### src/rtl/sync_edge_pkg.sv
`timescale 1ns/1ps
package sync_edge_pkg;

  localparam int SEL_W = 2;
  localparam int CFG_W = 2 * SEL_W + 1;
  localparam int N_CFG = 1 << CFG_W;

  typedef struct packed {
    logic             range_hi;
    logic [SEL_W-1:0] a_sel;
    logic [SEL_W-1:0] c_sel;
  } cfg_t;

  // family A: code -> ratio in fast cycles
  function automatic int unsigned a_ratio_of(int unsigned code, int unsigned hi);
    int unsigned base;
    case (code)
      0:       base = 4;
      1:       base = 6;
      2:       base = 8;
      default: base = 12;
    endcase
    return (hi != 0) ? base : 2 * base;
  endfunction

  // family C: code -> ratio in fast cycles
  function automatic int unsigned c_ratio_of(int unsigned code, int unsigned hi);
    int unsigned base;
    base = 2 * (code + 1);
    return (hi != 0) ? base : 2 * base;
  endfunction

  function automatic int unsigned gcd_of(int unsigned x, int unsigned y);
    int unsigned a;
    int unsigned b;
    int unsigned t;
    a = x;
    b = y;
    while (b != 0) begin
      t = a % b;
      a = b;
      b = t;
    end
    return a;
  endfunction

  // frame = lcm, doubled when the ratios match so the window fits
  function automatic int unsigned frame_of(int unsigned ra, int unsigned rc);
    int unsigned l;
    l = (ra / gcd_of(ra, rc)) * rc;
    return (ra == rc) ? 2 * l : l;
  endfunction

endpackage

### src/rtl/sync_ratio_decode.sv
`timescale 1ns/1ps
module sync_ratio_decode
  import sync_edge_pkg::*;
#(
  parameter int RATIO_W = 6,
  parameter int FRAME_W = 12
) (
  input  cfg_t               cfg,
  output logic [RATIO_W-1:0] ratio_a,
  output logic [RATIO_W-1:0] ratio_c,
  output logic [RATIO_W-1:0] fast_ratio,
  output logic [FRAME_W-1:0] frame_len,
  output logic               fast_is_a
);

  localparam int SEL_MASK = (1 << SEL_W) - 1;

  logic [RATIO_W-1:0] a_tab [N_CFG];
  logic [RATIO_W-1:0] c_tab [N_CFG];
  logic [FRAME_W-1:0] f_tab [N_CFG];
  logic [CFG_W-1:0]   idx;

  // every configuration is resolved at elaboration; no divider in hardware
  for (genvar g = 0; g < N_CFG; g++) begin : g_cfg
    localparam int unsigned HI = (g >> (2 * SEL_W)) & 1;
    localparam int unsigned CA = (g >> SEL_W) & SEL_MASK;
    localparam int unsigned CC = g & SEL_MASK;
    localparam int unsigned RA = a_ratio_of(CA, HI);
    localparam int unsigned RC = c_ratio_of(CC, HI);
    localparam int unsigned FL = frame_of(RA, RC);
    assign a_tab[g] = RATIO_W'(RA);
    assign c_tab[g] = RATIO_W'(RC);
    assign f_tab[g] = FRAME_W'(FL);
  end

  assign idx        = cfg;
  assign ratio_a    = a_tab[idx];
  assign ratio_c    = c_tab[idx];
  assign frame_len  = f_tab[idx];
  assign fast_is_a  = (ratio_a <= ratio_c);
  assign fast_ratio = fast_is_a ? ratio_a : ratio_c;

endmodule

### src/rtl/sync_divider.sv
`timescale 1ns/1ps
module sync_divider #(
  parameter int RATIO_W = 6
) (
  input  logic               clk,
  input  logic               rst_n,
  input  logic               restart,
  input  logic [RATIO_W-1:0] ratio,
  output logic [RATIO_W-1:0] cnt,
  output logic               at_zero,
  output logic               clk_out
);

  logic [RATIO_W-1:0] cnt_nxt;
  logic               wrap;

  assign wrap = (cnt == ratio - 1'b1);

  always_comb begin
    if (restart || wrap) cnt_nxt = '0;
    else                 cnt_nxt = cnt + 1'b1;
  end

  always_ff @(posedge clk or negedge rst_n) begin
    if (!rst_n) begin
      cnt     <= '0;
      clk_out <= 1'b0;
    end else begin
      cnt     <= cnt_nxt;
      clk_out <= (cnt_nxt < (ratio >> 1));
    end
  end

  assign at_zero = (cnt == '0);

  // the phase counter never leaves its ratio once running
  assert_count_in_range_R4: assert property (@(posedge clk) disable iff (!rst_n)
    !restart |-> (cnt < ratio));

  // the rebuilt clock only rises at phase zero
  assert_rise_at_phase0_R4: assert property (@(posedge clk) disable iff (!rst_n)
    $rose(clk_out) |-> at_zero);

endmodule

### src/rtl/sync_frame.sv
`timescale 1ns/1ps
module sync_frame #(
  parameter int RATIO_W = 6,
  parameter int FRAME_W = 12
) (
  input  logic               clk,
  input  logic               rst_n,
  input  logic               restart,
  input  logic [FRAME_W-1:0] frame_len,
  input  logic [RATIO_W-1:0] fast_ratio,
  output logic [FRAME_W-1:0] fcnt,
  output logic               frame_zero,
  output logic               sync_n
);

  logic [FRAME_W-1:0] fast_w;
  logic [FRAME_W-1:0] win_hi;
  logic [FRAME_W-1:0] win_lo;
  logic [FRAME_W-1:0] fcnt_nxt;
  logic               win_nxt;

  assign fast_w = FRAME_W'(fast_ratio);
  assign win_hi = frame_len - fast_w;
  assign win_lo = win_hi - fast_w;

  always_comb begin
    if (restart || (fcnt == frame_len - 1'b1)) fcnt_nxt = '0;
    else                                       fcnt_nxt = fcnt + 1'b1;
  end

  assign win_nxt = (fcnt_nxt >= win_lo) && (fcnt_nxt < win_hi);

  always_ff @(posedge clk or negedge rst_n) begin
    if (!rst_n) begin
      fcnt   <= '0;
      sync_n <= 1'b1;
    end else begin
      fcnt   <= fcnt_nxt;
      sync_n <= !win_nxt;
    end
  end

  assign frame_zero = (fcnt == '0);

  // checker state: length of the current low run, in fast cycles
  logic [RATIO_W:0] low_run;
  always_ff @(posedge clk or negedge rst_n) begin
    if (!rst_n)       low_run <= '0;
    else if (!win_nxt) low_run <= '0;
    else if (restart)  low_run <= (RATIO_W+1)'(1);
    else               low_run <= low_run + 1'b1;
  end

  // an uninterrupted pulse lasts exactly one fast-family period
  assert_pulse_width_R5: assert property (@(posedge clk) disable iff (!rst_n)
    (sync_n && !$past(sync_n) && !$past(restart)) |->
      ($past(low_run) == {1'b0, $past(fast_ratio)}));

  // the frame counter stays inside the frame
  assert_frame_in_range_R7: assert property (@(posedge clk) disable iff (!rst_n)
    !restart |-> (fcnt < frame_len));

endmodule

### src/rtl/sync_edge_gen.sv
`timescale 1ns/1ps
module sync_edge_gen
  import sync_edge_pkg::*;
#(
  parameter int RATIO_W = 6
) (
  input  logic             clk,
  input  logic             rst_n,
  input  logic             range_hi,
  input  logic [SEL_W-1:0] a_sel,
  input  logic [SEL_W-1:0] c_sel,
  output logic             qa_clk,
  output logic             qc_clk,
  output logic             sync_n
);

  localparam int FRAME_W = 2 * RATIO_W;

  cfg_t               cfg_live;
  cfg_t               cfg_q;
  logic               started;
  logic               cfg_chg;
  logic               restart;

  logic [RATIO_W-1:0] ratio_a;
  logic [RATIO_W-1:0] ratio_c;
  logic [RATIO_W-1:0] fast_ratio;
  logic [FRAME_W-1:0] frame_len;
  logic               fast_is_a;

  logic [RATIO_W-1:0] cnt_a;
  logic [RATIO_W-1:0] cnt_c;
  logic               a_zero;
  logic               c_zero;
  logic               fast_zero;
  logic [FRAME_W-1:0] fcnt;
  logic               frame_zero;

  assign cfg_live = '{range_hi: range_hi, a_sel: a_sel, c_sel: c_sel};

  always_ff @(posedge clk or negedge rst_n) begin
    if (!rst_n) begin
      started <= 1'b0;
      cfg_q   <= '0;
    end else begin
      started <= 1'b1;
      cfg_q   <= cfg_live;
    end
  end

  // named restart event: first edge after reset or any select change
  assign cfg_chg = (cfg_live != cfg_q);
  assign restart = !started || cfg_chg;

  sync_ratio_decode #(.RATIO_W(RATIO_W), .FRAME_W(FRAME_W)) u_dec (
    .cfg        (cfg_live),
    .ratio_a    (ratio_a),
    .ratio_c    (ratio_c),
    .fast_ratio (fast_ratio),
    .frame_len  (frame_len),
    .fast_is_a  (fast_is_a)
  );

  sync_divider #(.RATIO_W(RATIO_W)) u_div_a (
    .clk     (clk),
    .rst_n   (rst_n),
    .restart (restart),
    .ratio   (ratio_a),
    .cnt     (cnt_a),
    .at_zero (a_zero),
    .clk_out (qa_clk)
  );

  sync_divider #(.RATIO_W(RATIO_W)) u_div_c (
    .clk     (clk),
    .rst_n   (rst_n),
    .restart (restart),
    .ratio   (ratio_c),
    .cnt     (cnt_c),
    .at_zero (c_zero),
    .clk_out (qc_clk)
  );

  sync_frame #(.RATIO_W(RATIO_W), .FRAME_W(FRAME_W)) u_frame (
    .clk        (clk),
    .rst_n      (rst_n),
    .restart    (restart),
    .frame_len  (frame_len),
    .fast_ratio (fast_ratio),
    .fcnt       (fcnt),
    .frame_zero (frame_zero),
    .sync_n     (sync_n)
  );

  assign fast_zero = fast_is_a ? a_zero : c_zero;

  // the frame origin is a phase-zero point of both families
  assert_frame_aligned_R7: assert property (@(posedge clk) disable iff (!rst_n)
    frame_zero |-> (a_zero && c_zero));

  // the pulse ends on a rising edge of the faster family
  assert_end_on_fast_edge_R6: assert property (@(posedge clk) disable iff (!rst_n)
    ($rose(sync_n) && !$past(restart) && !restart) |-> fast_zero);

endmodule

### config.mk
export PLATFORM = sky130hd
export DESIGN_NAME = sync_edge_gen
export DESIGN_NICKNAME = d
export VERILOG_FILES = /design/src/rtl/sync_edge_pkg.sv /design/src/rtl/sync_ratio_decode.sv /design/src/rtl/sync_divider.sv /design/src/rtl/sync_frame.sv /design/src/rtl/sync_edge_gen.sv
export SDC_FILE = /design/constraint.sdc
export NUM_CORES = 1
export LEC_CHECK = 0
export BUFFER_PORTS_ARGS = -buffer_cell sky130_fd_sc_hd__clkbuf_2
export CAP_MARGIN = 30
export CELL_PAD_IN_SITES_DETAIL_PLACEMENT = 0
export CELL_PAD_IN_SITES_GLOBAL_PLACEMENT = 1
export CORE_MARGIN = 2
export CORE_UTILIZATION = 46
export CTS_BUF_LIST = sky130_fd_sc_hd__clkbuf_4
export DETAILED_ROUTE_END_ITERATION = 7
export GPL_ROUTABILITY_DRIVEN = 0
export GPL_TIMING_DRIVEN = 0
export HOLD_SLACK_MARGIN = 0.12
export MAX_ROUTING_LAYER = met4
export PLACE_DENSITY = 0.73
export SLEW_MARGIN = 20
export SYNTH_ARGS = -nofsm -noshare
export SYNTH_HDL_FRONTEND = slang
export SYNTH_SLANG_ARGS = --single-unit
### constraint.sdc
create_clock -name clk -period 3.7 [get_ports clk]
set_input_delay 0.185 -clock clk [delete_from_list [all_inputs] [get_ports clk]]
set_output_delay 0.185 -clock clk [all_outputs]
set_load 0.005 [all_outputs]
Word level (Yosys, flattened, before mapping). Memories as Yosys holds them, arrays and structs flattened. Index checks and enable logic that the tools add are counted.

$add $sub $neg: 8. Magnitude comparators: 6. Equal/unequal tests: 4. Multiplexer cells: 10. Bitwise operators: 1. Reductions and logical operators: 7.

Operators by type and width (count): two-way mux 6 bit (7); two-way mux 12 bit (3); subtractor 12 x 6 -> 12 bit (2); adder 12 x 1 -> 12 bit, second input constant (1); adder 6 x 1 -> 6 bit, second input constant (2); equality test 12 bit (1); equality test 6 bit (2); greater-or-equal comparator 12 bit (1); < comparator 12 bit (1); < comparator 6 x 5 -> 1 bit (2); subtractor 12 x 1 -> 12 bit, second input constant (1); subtractor 6 x 1 -> 6 bit, second input constant (2); greater-or-equal comparator 6 bit, second input constant (1); <= comparator 6 bit (1); inverter 5 -> 6 bit (1); != test 5 bit (1); logical OR 1 bit (4); zero test 1 bit (2); logical AND 1 bit (1).

Register bits: 33. Bits in read-only memories: 768. Input bits: 7. Output and inout bits: 3. Logic and storage cells: 49. Memories kept: 3.

Memory list: (name not given) (depth 32, bits a word 12, rd ports 1, clocked after Yosys merged registers in 0, write ports 0, line sync_ratio_decode.sv:39) `assign frame_len = f_tab[idx];`; (name not given) (depth 32, bits a word 6, rd ports 1, clocked after Yosys merged registers in 0, write ports 0, line sync_ratio_decode.sv:37) `assign ratio_a = a_tab[idx];`; (name not given) (depth 32, bits a word 6, rd ports 1, clocked after Yosys merged registers in 0, write ports 0, line sync_ratio_decode.sv:38) `assign ratio_c = c_tab[idx];`.

Depth between registers and ports, before layout. Gate-level depths: netlist (run 1).

Depth in word-level cells: 11. Gate-level depth with buffers: 29. Mapped depth without buffers: 27.

Hierarchy. From an unflattened synthesis (run 1), not the netlist that was laid out.

Cells, all modules: 485. Area, all modules: 4082.7 um2.

By module, submodules not included: sync_frame (instances 1, cells each 263, area each 2132.0 um2, sequential area each 326.6 um2); sync_divider at u_div_a (instances 1, cells each 67, area each 600.6 um2, sequential area each 175.2 um2); sync_divider at u_div_c (instances 1, cells each 66, area each 589.3 um2, sequential area each 175.2 um2); sync_ratio_decode (instances 1, cells each 75, area each 551.8 um2, sequential area each 0.0 um2); sync_edge_gen (instances 1, cells each 14, area each 209.0 um2, sequential area each 150.1 um2).

Worst setup path after synthesis (run 1). Ideal clock, no wire load.

Kind: input -> register. Start point: input c_sel[0]. End point: register u_frame.sync_n. Library setup time: 0.062 ns. Data arrival time: 5.277 ns. Required time: 3.638 ns. Setup slack: -1.639 ns. Stages: 26. Buffers on the path: 1. Cell sequence: clkbuf_1 > inv_1 > ha_1 > a21oi_1 > ha_1 > nor2b_1 > o21ai_0 > nand2b_1 > a21oi_1 > a41o_1 > mux2i_1 > ha_1 > inv_1 > fa_1 > ha_1 > a21o_1 > a21o_1 > a21o_1 > inv_1 > a21oi_1 > ha_1 > a211oi_1 > nand2_1 > o311a_1 > o311ai_0 > a41o_1.

Longest elaborated chain between the ends: 11. Elaborated cells on any way between the ends: 24. Those cells by class: add/sub: 3; order compare: 3; eq/ne: 2; mux: 8; bitwise: 1; reduce/logical: 4; memory: 3.

RTL lines: start, declared (line sync_edge_gen.sv:11) `input logic [SEL_W-1:0] c_sel,`; inverter 5 -> 6 bit (implied by the code) (line sync_ratio_decode.sv:37, sync_ratio_decode.sv:38, sync_ratio_decode.sv:39); memory (32 x 6 bit) (tied with other cells); two-way mux 6 bit (implied by the code) (tied with other cells) (2 in a row) (line sync_ratio_decode.sv:37); <= comparator 6 bit / subtractor 12 x 1 -> 12 bit (equally long branches) (line sync_ratio_decode.sv:40, sync_frame.sv:27); two-way mux 6 bit / equality test 12 bit (equally long branches) (line sync_ratio_decode.sv:41, sync_frame.sv:27); subtractor 12 x 6 -> 12 bit / logical OR 1 bit (equally long branches) (line sync_frame.sv:23, sync_frame.sv:27); subtractor 12 x 6 -> 12 bit / two-way mux 12 bit (equally long branches) (line sync_frame.sv:24, sync_frame.sv:27); greater-or-equal comparator 12 bit / < comparator 12 bit (equally long branches) (line sync_frame.sv:31) `assign win_nxt = (fcnt_nxt >= win_lo) && (fcnt_nxt < win_hi);`; logical AND 1 bit (*) (line sync_frame.sv:31); zero test 1 bit (*) (line sync_frame.sv:39) `sync_n <= !win_nxt;`; end signal, assigned (line sync_frame.sv:39); end, declared (line sync_frame.sv:13) `output logic sync_n`.

Every way passes the cells marked *; elsewhere a longest branch is shown, timed or not. The select of a mux whose other input is x is not followed.

Worst setup path after layout (run 1). Same ends and word-level chain as after synthesis.

==> impl_metrics.json, run 1 <==
{
  "mostFrequentLayoutCells": "ha_1, buf_4, dfrtp_1",
  "start_kind": "input pin",
  "clk_pin_slew_ns": 0.13,
  "seq_area_frac_synth_pct": 25.3,
  "wl_per_cell_um": 15.9,
  "rows": 30,
  "grt_pass1_vias": 2725,
  "drv_slew": 0,
  "drv_cap": 0,
  "cts_made_buffers": 5,
  "pre_cts_slack_ns": -1.98,
  "vdd_ir_drop_max_uv": 217,
  "first_iter_violations": 86,
  "numClockSinks": 33,
  "firstDrtPassIters": 4,
  "violations": "negative setup slack",
  "timing.fmax_mhz": 203,
  "chipWidth_um": 88.3,
  "dieArea_um2": 7790,
  "leakage_nw": 1.91,
  "r2r_start": "cfg_q[0]",
  "syn2layout_area_growth_pct": 27.5,
  "nets": 481,
  "core_area_um2": 6830,
  "worst-path-stages": 28,
  "final_util_pct": 61.0,
  "setup_viol": 1,
  "syn_nets": 426,
  "cts.htree.levels": 2,
  "viasPerCell": 5.49,
  "hp-class": "input pin to async pin",
  "hold_violations": 0,
  "synth.cell_area_um2": 3270,
  "ioPinCount": 10,
  "synth_seq_cells": 33,
  "path_delay_family": "compound AO/OA/AOI/OAI gates",
  "global_route.overflow_total": 0,
  "portBuffers": 9,
  "skew_ns": 0.0113,
  "finalCriticalPeriod_ns": 4.92,
  "reg2reg_slack_ns": 0.07,
  "die_y_um": 88.3,
  "fin_crit_sh_pct": 133,
  "dp.final_hpwl_um": 6020,
  "drtAntennaViolNets": 0,
  "rsz0062_at_grt": "true",
  "tritoncts": "built",
  "cts_buffer_depth": 2,
  "end_kind": "flip-flop",
  "n_fill_cell": 635,
  "drive_gt1_share_pct": 26.0,
  "final_common_cell": "ha_1",
  "arrival_ns": 5.24,
  "start_util_pct": 47.8,
  "synth_cell_types": 63,
  "grt_usage_pct": 23.1,
  "final.setup.tns_ns": -1.22,
  "max_stage_delay_ns": 0.62,
  "syn_area_per_cell_um2": 8.90,
  "worst-path-buf-inv": 6,
  "path_class": "input pin to flip-flop",
  "grt_pass1_wl_um": 13600,
  "outcome": "complete, but fails checks",
  "timing.rr.end": "u_frame.sync_n",
  "antenna_found_initial": 0,
  "crit_fanout": 6,
  "synthFlopType": "dfrtp_1",
  "grt_max_degree": 34,
  "drc": 0,
  "synth_edf_count": 0,
  "vias": 2848,
  "num_antenna_cells": 0,
  "tightest_slew_ns": 0.673,
  "slew_headroom_pct": 54.9,
  "wl_um": 8270,
  "yosysWarnings": 0,
  "cts_root_buf": "clkbuf_4",
  "insertion_delay_ns": 0.37,
  "ff2ff_path_depth": 11,
  "synth_cells": 367,
  "worst_ep_required_time_ns": 4.02,
  "async_flop_share_pct": 100,
  "setup_ws_ns": -1.22,
  "powerDensity_nw_per_um2": 343,
  "critPathSlowestCell": "fa_2"
}
sequential cells by signal, indices dropped and copies added, names as in the netlist:
| name | flops |
|---|---|
| u_div_a.cnt | 6 |
| u_frame.fcnt | 12 |
| u_div_c.cnt | 6 |
| u_div_a.clk_out | 1 |
| started | 1 |
| cfg_q | 5 |
| u_frame.sync_n | 1 |
| u_div_c.clk_out | 1 |
routing by layer:
layer / global-route usage (%) / part of all wire, % / vias to the layer above / routed length, um
met5: - / 0 / - / 0
met4: 9.09 / 2.1 / 0 / 170
met3: 2.99 / 2.1 / 12 / 177
met2: 36.9 / 49 / 40 / 4010
met1: 29.8 / 47 / 1353 / 3900
li1: - / - / 1443 / -
how the worst max path moves through the flow:
stage / from / to / slack (ns)
final: c_sel[0] / u_frame.sync_n / -1.22
after global placement: c_sel[0] / u_frame.sync_n / -1.98
after detailed placement: c_sel[0] / u_frame.sync_n / -1.98
after global routing: range_hi / u_frame.sync_n / -1.45
after floorplan: range_hi / u_frame.sync_n / -1.10
after CTS: range_hi / u_frame.sync_n / -1.23
logic make-up (layout without fill, tap and decap cells):
group           count (synthesis)  in the layout  share of synthesized area [%]
compound gates                 70             70                           15.5
xor+xnor                       40             40                           10.7
fa+ha+maj                      52             52                           20.4
buf+inv                        39             95                           4.79
flops                          33             33                           25.3
mux                            10             10                           3.29
other cells                     1              1                          0.115
simple gates                  122            122                           19.9
layout make-up:
type                    instances  area, um2  share of cell area, %
multi-input cells             295       2520                   60.5
flip-flops and latches         33        827                   19.9
repair buffers                 48        398                   9.56
well taps                      96        120                   2.88
inverters                      30        118                   2.82
plain buffers                   9       98.8                   2.37
clock inverters                 3       46.3                   1.11
clock buffers                   5       37.5                  0.901
Yosys cell counts, types with 2 or more instances:
library cell	instances	area (um2)
nor3b_1	2	15.0
and2_1	5	31.3
fa_1	2	40.0
and3_1	6	37.5
o22ai_1	3	18.8
a21oi_1	12	60.1
nand3_1	13	65.1
mux2_2	6	67.6
a211oi_1	3	22.5
o311ai_0	2	17.5
nor2b_1	6	37.5
o21a_1	4	30.0
xor2_1	26	228
and4_1	2	17.5
mux2i_1	4	40.0
xnor2_1	14	123
buf_2	4	20.0
a41o_1	2	20.0
ha_1	50	626
o211ai_1	3	22.5
nor2_1	26	97.6
nor3_1	17	85.1
nand2b_1	8	50.1
a31oi_1	2	12.5
nand2_1	17	63.8
dfrtp_1	32	801
o221a_2	2	22.5
a21boi_0	2	15.0
inv_1	30	113
nand4_1	9	56.3
o2111ai_1	2	17.5
o21ai_0	11	55.1
clkbuf_1	2	7.51
nor4b_1	2	17.5
a21o_1	6	45.0
a211o_1	3	26.3
stage by stage:
step                      instances  power (mW)  hold slack, ns  instance area, um2
after global routing            519        1.55           0.323                4160
final                           519        1.43           0.295                4160
after floorplan                 367       0.816          -0.111                3340
after global placement          472       0.927           0.316                3500
after CTS                       493        1.30           0.464                3770
after detailed placement        472       0.931           0.332                3500
power breakdown:
group / switching [mW] / internal, mW
clock network: 0.146 / 0.143
registers: 0.00260 / 0.367
logic: 0.390 / 0.380
total: 0.539 / 0.890
timing repair:
action / CTS / global route
hold buffers: 6 / 0
endpoints found under the hold margin: 37 / 0
resized for setup: 18 / 48
buffers inserted: 7 / 25
pin swaps: 5 / 24
setup endpoints to repair: 1 / 2
No activity file was read; power rests on OpenSTA's default activity.
==> run 2, diff against run 1 <==
--- a/config.mk
+++ b/config.mk
@@ -10,5 +10,4 @@
 export CELL_PAD_IN_SITES_DETAIL_PLACEMENT = 0
 export CELL_PAD_IN_SITES_GLOBAL_PLACEMENT = 1
-export CORE_MARGIN = 2
 export CORE_UTILIZATION = 46
 export CTS_BUF_LIST = sky130_fd_sc_hd__clkbuf_4
==> constraint.sdc (replaced) <==
create_clock -name clk -period 3.7 [get_ports clk]
set_input_delay 0.37 -clock clk [delete_from_list [all_inputs] [get_ports clk]]
set_output_delay 0.37 -clock clk [all_outputs]
set_load 0.02 [all_outputs]
==> impl_metrics.json, run 2 (synthesis gave the netlist of run 1 again) <==
{
  "vdd_ir_drop_max_uv": 248,
  "largest-register": "u_frame.fcnt",
  "violations": "negative setup slack",
  "setup_viol": 1,
  "vias": 2761,
  "rsz0062_at_grt": "true",
  "dp.final_hpwl_um": 6100,
  "cts.htree.levels": 2,
  "cts_made_buffers": 5,
  "finalCriticalPeriod_ns": 5.08,
  "final_common_cell": "ha_1",
  "drtAntennaViolNets": 0,
  "grt_pass1_wl_um": 12900,
  "wl_um": 8090,
  "global_route.overflow_total": 0,
  "grt_usage_pct": 23.1,
  "hp-class": "input pin to flip-flop",
  "die_y_um": 86.3,
  "worst_ep_required_time_ns": 3.98,
  "dp.cells": 472,
  "clk_pin_slew_ns": 0.11,
  "largest_reg_flops": 12,
  "firstDrtPassIters": 4,
  "grt_max_degree": 34,
  "viasPerCell": 5.38,
  "nets": 475,
  "mostFrequentLayoutCells": "ha_1, dfrtp_1, buf_4",
  "arrival_ns": 5.36,
  "fin_cells": 513,
  "drc": 0,
  "hold_violations": 0,
  "cts_root_buf": "clkbuf_4",
  "tritoncts": "built",
  "dieArea_um2": 7440,
  "core_area_um2": 6830,
  "hold-path-cell-count": 1,
  "portBuffers": 9,
  "crit_fanout": 7,
  "start_kind": "input pin",
  "rows": 30,
  "numClockSinks": 33,
  "start_util_pct": 47.8,
  "holdWs_ns": 0.199,
  "tightest_slew_ns": 0.678,
  "timing.rr.end": "u_frame.sync_n",
  "wl_per_cell_um": 15.8,
  "end_kind": "flip-flop",
  "slew_headroom_pct": 54.5,
  "timing.fmax_mhz": 197,
  "grt_pass1_vias": 2652,
  "drv_cap": 0,
  "r2r_start": "cfg_q[0]",
  "design_area_um2": 4090,
  "insertion_delay_ns": 0.34,
  "antenna_found_initial": 0,
  "powerDensity_nw_per_um2": 345,
  "power_mw": 1.41,
  "skew_ns": 0.0114,
  "leakage_nw": 1.86,
  "fin_crit_sh_pct": 137,
  "ioPinCount": 10,
  "drv_slew": 0,
  "drive_gt1_share_pct": 26.4,
  "min_to": "cfg_q[1]",
  "setup_ws_ns": -1.38,
  "reg2reg_slack_ns": 0.22,
  "ff2ff_path_depth": 11,
  "path_class": "input pin to flip-flop",
  "cts_buffer_depth": 2,
  "first_iter_violations": 80,
  "num_antenna_cells": 0,
  "outcome": "complete, but fails checks",
  "chipWidth_um": 86.3,
  "pre_cts_slack_ns": -2.18,
  "hp-start": "c_sel[1]",
  "dpl_cell_area_um2": 3500,
  "syn2layout_area_growth_pct": 25.3,
  "reg_top3": "u_frame.fcnt (12), u_div_a.cnt (6), u_div_c.cnt (6)"
}
-- run 2: worst max-delay path by stage --
| stage | from | end | cells after the start |
|---|---|---|---|
| floorplan | range_hi | u_frame.sync_n | 26 |
| global placement | c_sel[0] | u_frame.sync_n | 25 |
| detailed placement | c_sel[0] | u_frame.sync_n | 25 |
| CTS | range_hi | u_frame.sync_n | 27 |
| global route | range_hi | u_frame.sync_n | 27 |
| finish | range_hi | u_frame.sync_n | 27 |
-- run 2: power by group --
part | switching [mW] | internal [mW]
Sequential | 0.00264 | 0.367
Combinational | 0.391 | 0.374
Clock | 0.132 | 0.148
-- run 2: metrics by stage --
step | util, % | setup TNS (ns)
6_report | 59.9 | -1.38
5_1_grt | 59.9 | -1.59
4_1_cts | 54.0 | -1.39
3_5_place_dp | 51.3 | -3.18
3_3_place_gp | 51.3 | -3.36
2_1_floorplan | - | -1.29
-- run 2: cell type report --
class	count	area, um2
clock buffer	6	45.0
clock inverter	2	33.8
tap	96	120
inverter	30	118
timing repair buffer	42	338
sequential	33	827
fill	632	2740
multi-input combinational	295	2510
buffer	9	104
-- run 2: worst max-delay path: stages --
cell      delay (ns)
buf_6           0.10
buf_8           0.11
buf_8           0.13
buf_12          0.13
a21oi_4         0.19
ha_4            0.23
nor2b_4         0.12
o21ai_1         0.11
nand2b_1        0.08
a21oi_2         0.13
a41o_1          0.18
mux2i_2         0.28
ha_2            0.21
inv_2           0.04
fa_2            0.60
ha_4            0.20
a21o_1          0.17
a21o_1          0.19
a21o_1          0.22
inv_2           0.08
a21oi_2         0.05
ha_1            0.35
a211oi_2        0.23
nand2_1         0.08
o311a_1         0.36
o311ai_2        0.26
a41o_1          0.15
-- run 2: timing repair --
action,4_1_cts,5_1_grt
resized for setup,16,49
hold buffers,0,3
pin swaps,4,21
setup endpoints to repair,1,10
setup buffers,7,22
endpoints found under the hold margin,0,17
-- run 2: layer usage --
metal,global-route usage (%),vias to the layer above,routed length [um],part of all wire (%)
li1,-,1419,-,-
met1,28.4,1303,3700,46
met2,40.4,30,4160,51
met3,2.00,9,118,1.5
met4,6.52,0,114,1.4
met5,-,-,0,0
==> run 3, diff against run 2 <==
Settings changed: ABC_AREA from default to 1, PLACE_DENSITY 0.73 to 0.76.
==> impl_metrics.json, run 3 <==
{
  "crit_end": "u_frame.sync_n",
  "seq_area_um2": 827,
  "reg2reg_slack_ns": 0.62,
  "largest_reg_flops": 12,
  "drtAntennaViolNets": 0,
  "nets": 531,
  "firstDrtPassIters": 4,
  "largest-register": "u_frame.fcnt",
  "drive_gt1_share_pct": 25.2,
  "start_kind": "input pin",
  "final_util_pct": 60.4,
  "wl_per_cell_um": 13.8,
  "path_delay_family": "adder cells",
  "end_kind": "flip-flop",
  "start_util_pct": 47.9,
  "final.setup.tns_ns": -0.701,
  "yosysTopAreaCell": "dfrtp_1",
  "yosysWarnings": 0,
  "critPathSlowestCell": "ha_1",
  "finalCriticalPeriod_ns": 4.40,
  "design_area_um2": 4130,
  "fin_cells": 569,
  "multi_input_area_um2": 2470,
  "syn_nets": 486,
  "cts_buffer_depth": 2,
  "syn2layout_area_growth_pct": 26.0,
  "grt_pass1_vias": 2884,
  "drv_slew": 0,
  "yosysTopAreaCellShare_pct": 24.4,
  "global_route.overflow_total": 0,
  "timing.rr.end": "u_frame.sync_n",
  "chipWidth_um": 86.4,
  "skew_ns": 0.0142,
  "synthFlopType": "dfrtp_1",
  "async_flop_share_pct": 100,
  "die_y_um": 86.4,
  "pre_cts_slack_ns": -1.50,
  "grt_usage_pct": 24.0,
  "final_common_cell": "nand2_1",
  "worst_ep_required_time_ns": 3.99,
  "numClockSinks": 33,
  "hold_violations": 0,
  "max_stage_delay_ns": 0.36,
  "synth_edf_count": 0,
  "rsz0062_at_grt": "true",
  "hp-class": "input pin to flip-flop",
  "synth_seq_cells": 33,
  "syn_area_per_cell_um2": 7.67,
  "r2r_start": "cfg_q[3]",
  "yosys.cell_count.top_type": "nand2_1",
  "rows": 30,
  "worst-path-stages": 30,
  "synth.cell_area_um2": 3280,
  "insertion_delay_ns": 0.35,
  "ioPinCount": 10,
  "fin_crit_sh_pct": 119,
  "powerDensity_nw_per_um2": 413,
  "yosys-top-cells-count": "nand2_1, inv_1, ha_1, nor2_1, dfrtp_1",
  "tritoncts": "built",
  "wl_um": 7840,
  "vias": 2865,
  "drv_cap": 0,
  "tightest_slew_ns": 0.686,
  "dpl_cell_area_um2": 3540,
  "cts.htree.levels": 2,
  "grt_pass1_wl_um": 13500,
  "crit_fanout": 7,
  "outcome": "complete, but fails checks",
  "worst-path-buf-inv": 6,
  "crit_path_frequent_cell": "nand2_2",
  "slew_headroom_pct": 54.1,
  "first_iter_violations": 108,
  "violations": "negative setup slack",
  "ff2ff_path_depth": 13,
  "portBuffers": 9,
  "synth_cells": 427,
  "num_antenna_cells": 0,
  "grt_max_degree": 34,
  "dp.cells": 532,
  "cts_made_buffers": 5,
  "vdd_ir_drop_max_uv": 357,
  "core_area_um2": 6830,
  "mostFrequentLayoutCells": "nand2_1, inv_1, ha_1",
  "timing.critical_path.from": "range_hi",
  "setup_ws_ns": -0.701,
  "n_fill_cell": 647,
  "dieArea_um2": 7460,
  "cts_root_buf": "clkbuf_4",
  "drc": 0,
  "dp.final_hpwl_um": 5830,
  "synthTopCellsByArea": "dfrtp_1, ha_1, nand2_1",
  "seq_area_frac_synth_pct": 25.2,
  "path_class": "input pin to flip-flop",
  "arrival_ns": 4.69,
  "antenna_found_initial": 0,
  "clk_pin_slew_ns": 0.13,
  "leakage_nw": 2.00,
  "synth_cell_types": 47,
  "setup_viol": 1,
  "viasPerCell": 5.04,
  "reg_top3": "u_frame.fcnt (12), u_div_a.cnt (6), u_div_c.cnt (6)",
  "timing.fmax_mhz": 227
}
run 3: changes by cell type after synthesis, sizes merged, moves of 7 or more:
cell / before / now
inv: 30 / 65
nand2: 17 / 89
nand3: 13 / 28
nor2: 26 / 43
a21oi: 12 / 29
nor3: 17 / 9
nand2b: 8 / 1
xor2: 26 / 17
run 3: through the flow:
stage	power, mW	hold WS (ns)
floorplan	0.963	0.0744
global placement	1.09	0.496
detailed placement	1.10	0.497
CTS	1.61	0.144
global route	1.85	0.131
finish	1.71	0.149
run 3: cell type report:
| type | instances | area share, % |
|---|---|---|
| well taps | 96 | 2.91 |
| repair buffers | 38 | 8.58 |
| inverters | 65 | 6.40 |
| flip-flops and latches | 33 | 20.0 |
| multi-input cells | 328 | 59.8 |
| plain buffers | 1 | 0.364 |
| clock inverters | 3 | 1.00 |
| clock buffers | 5 | 0.910 |
run 3: kinds of logic (layout without fill, tap and decap cells):
family / after synthesis / after routing / share of synthesized area (%)
other: 1 / 1 / 0.114
adder cells (fa/ha/maj): 52 / 52 / 20.3
AO/OA/AOI/OAI: 58 / 58 / 10.4
flip-flops: 33 / 33 / 25.2
buffers and inverters: 66 / 112 / 8.02
XOR/XNOR: 25 / 25 / 6.68
AND/OR/NAND/NOR: 192 / 192 / 29.3
run 3: how the worst min path moves through the flow:
stage,start,endpoint,slack [ns],cells past startpoint
final,c_sel[1],cfg_q[1],0.15,1
after global routing,c_sel[1],cfg_q[1],0.13,1
after CTS,rst_n,started,0.14,1
after detailed placement,u_div_c.cnt[0],u_div_c.cnt[0],0.50,1
after global placement,u_div_c.cnt[0],u_div_c.cnt[0],0.50,1
after floorplan,rst_n,cfg_q[0],0.07,0
run 3: where the power goes:
group | internal [mW] | switching [mW]
combinational | 0.477 | 0.577
sequential | 0.367 | 0.00256
clock | 0.140 | 0.142
run 3: repair_timing:
| item | 4_1_cts | 5_1_grt |
|---|---|---|
| setup endpoints to repair | 1 | 1 |
| resized for setup | 39 | 15 |
| setup buffers | 22 | 5 |
| pin swaps | 34 | 35 |
| hold buffers | 0 | 1 |
| hold endpoints to repair | 0 | 11 |
run 3: routing by layer:
metal	part of all wire [%]	vias up	global-route usage, %
met5	0	-	-
met4	0.75	0	5.00
met3	1.1	4	2.29
met2	45	21	37.9
met1	53	1332	33.6
li1	-	1508	-
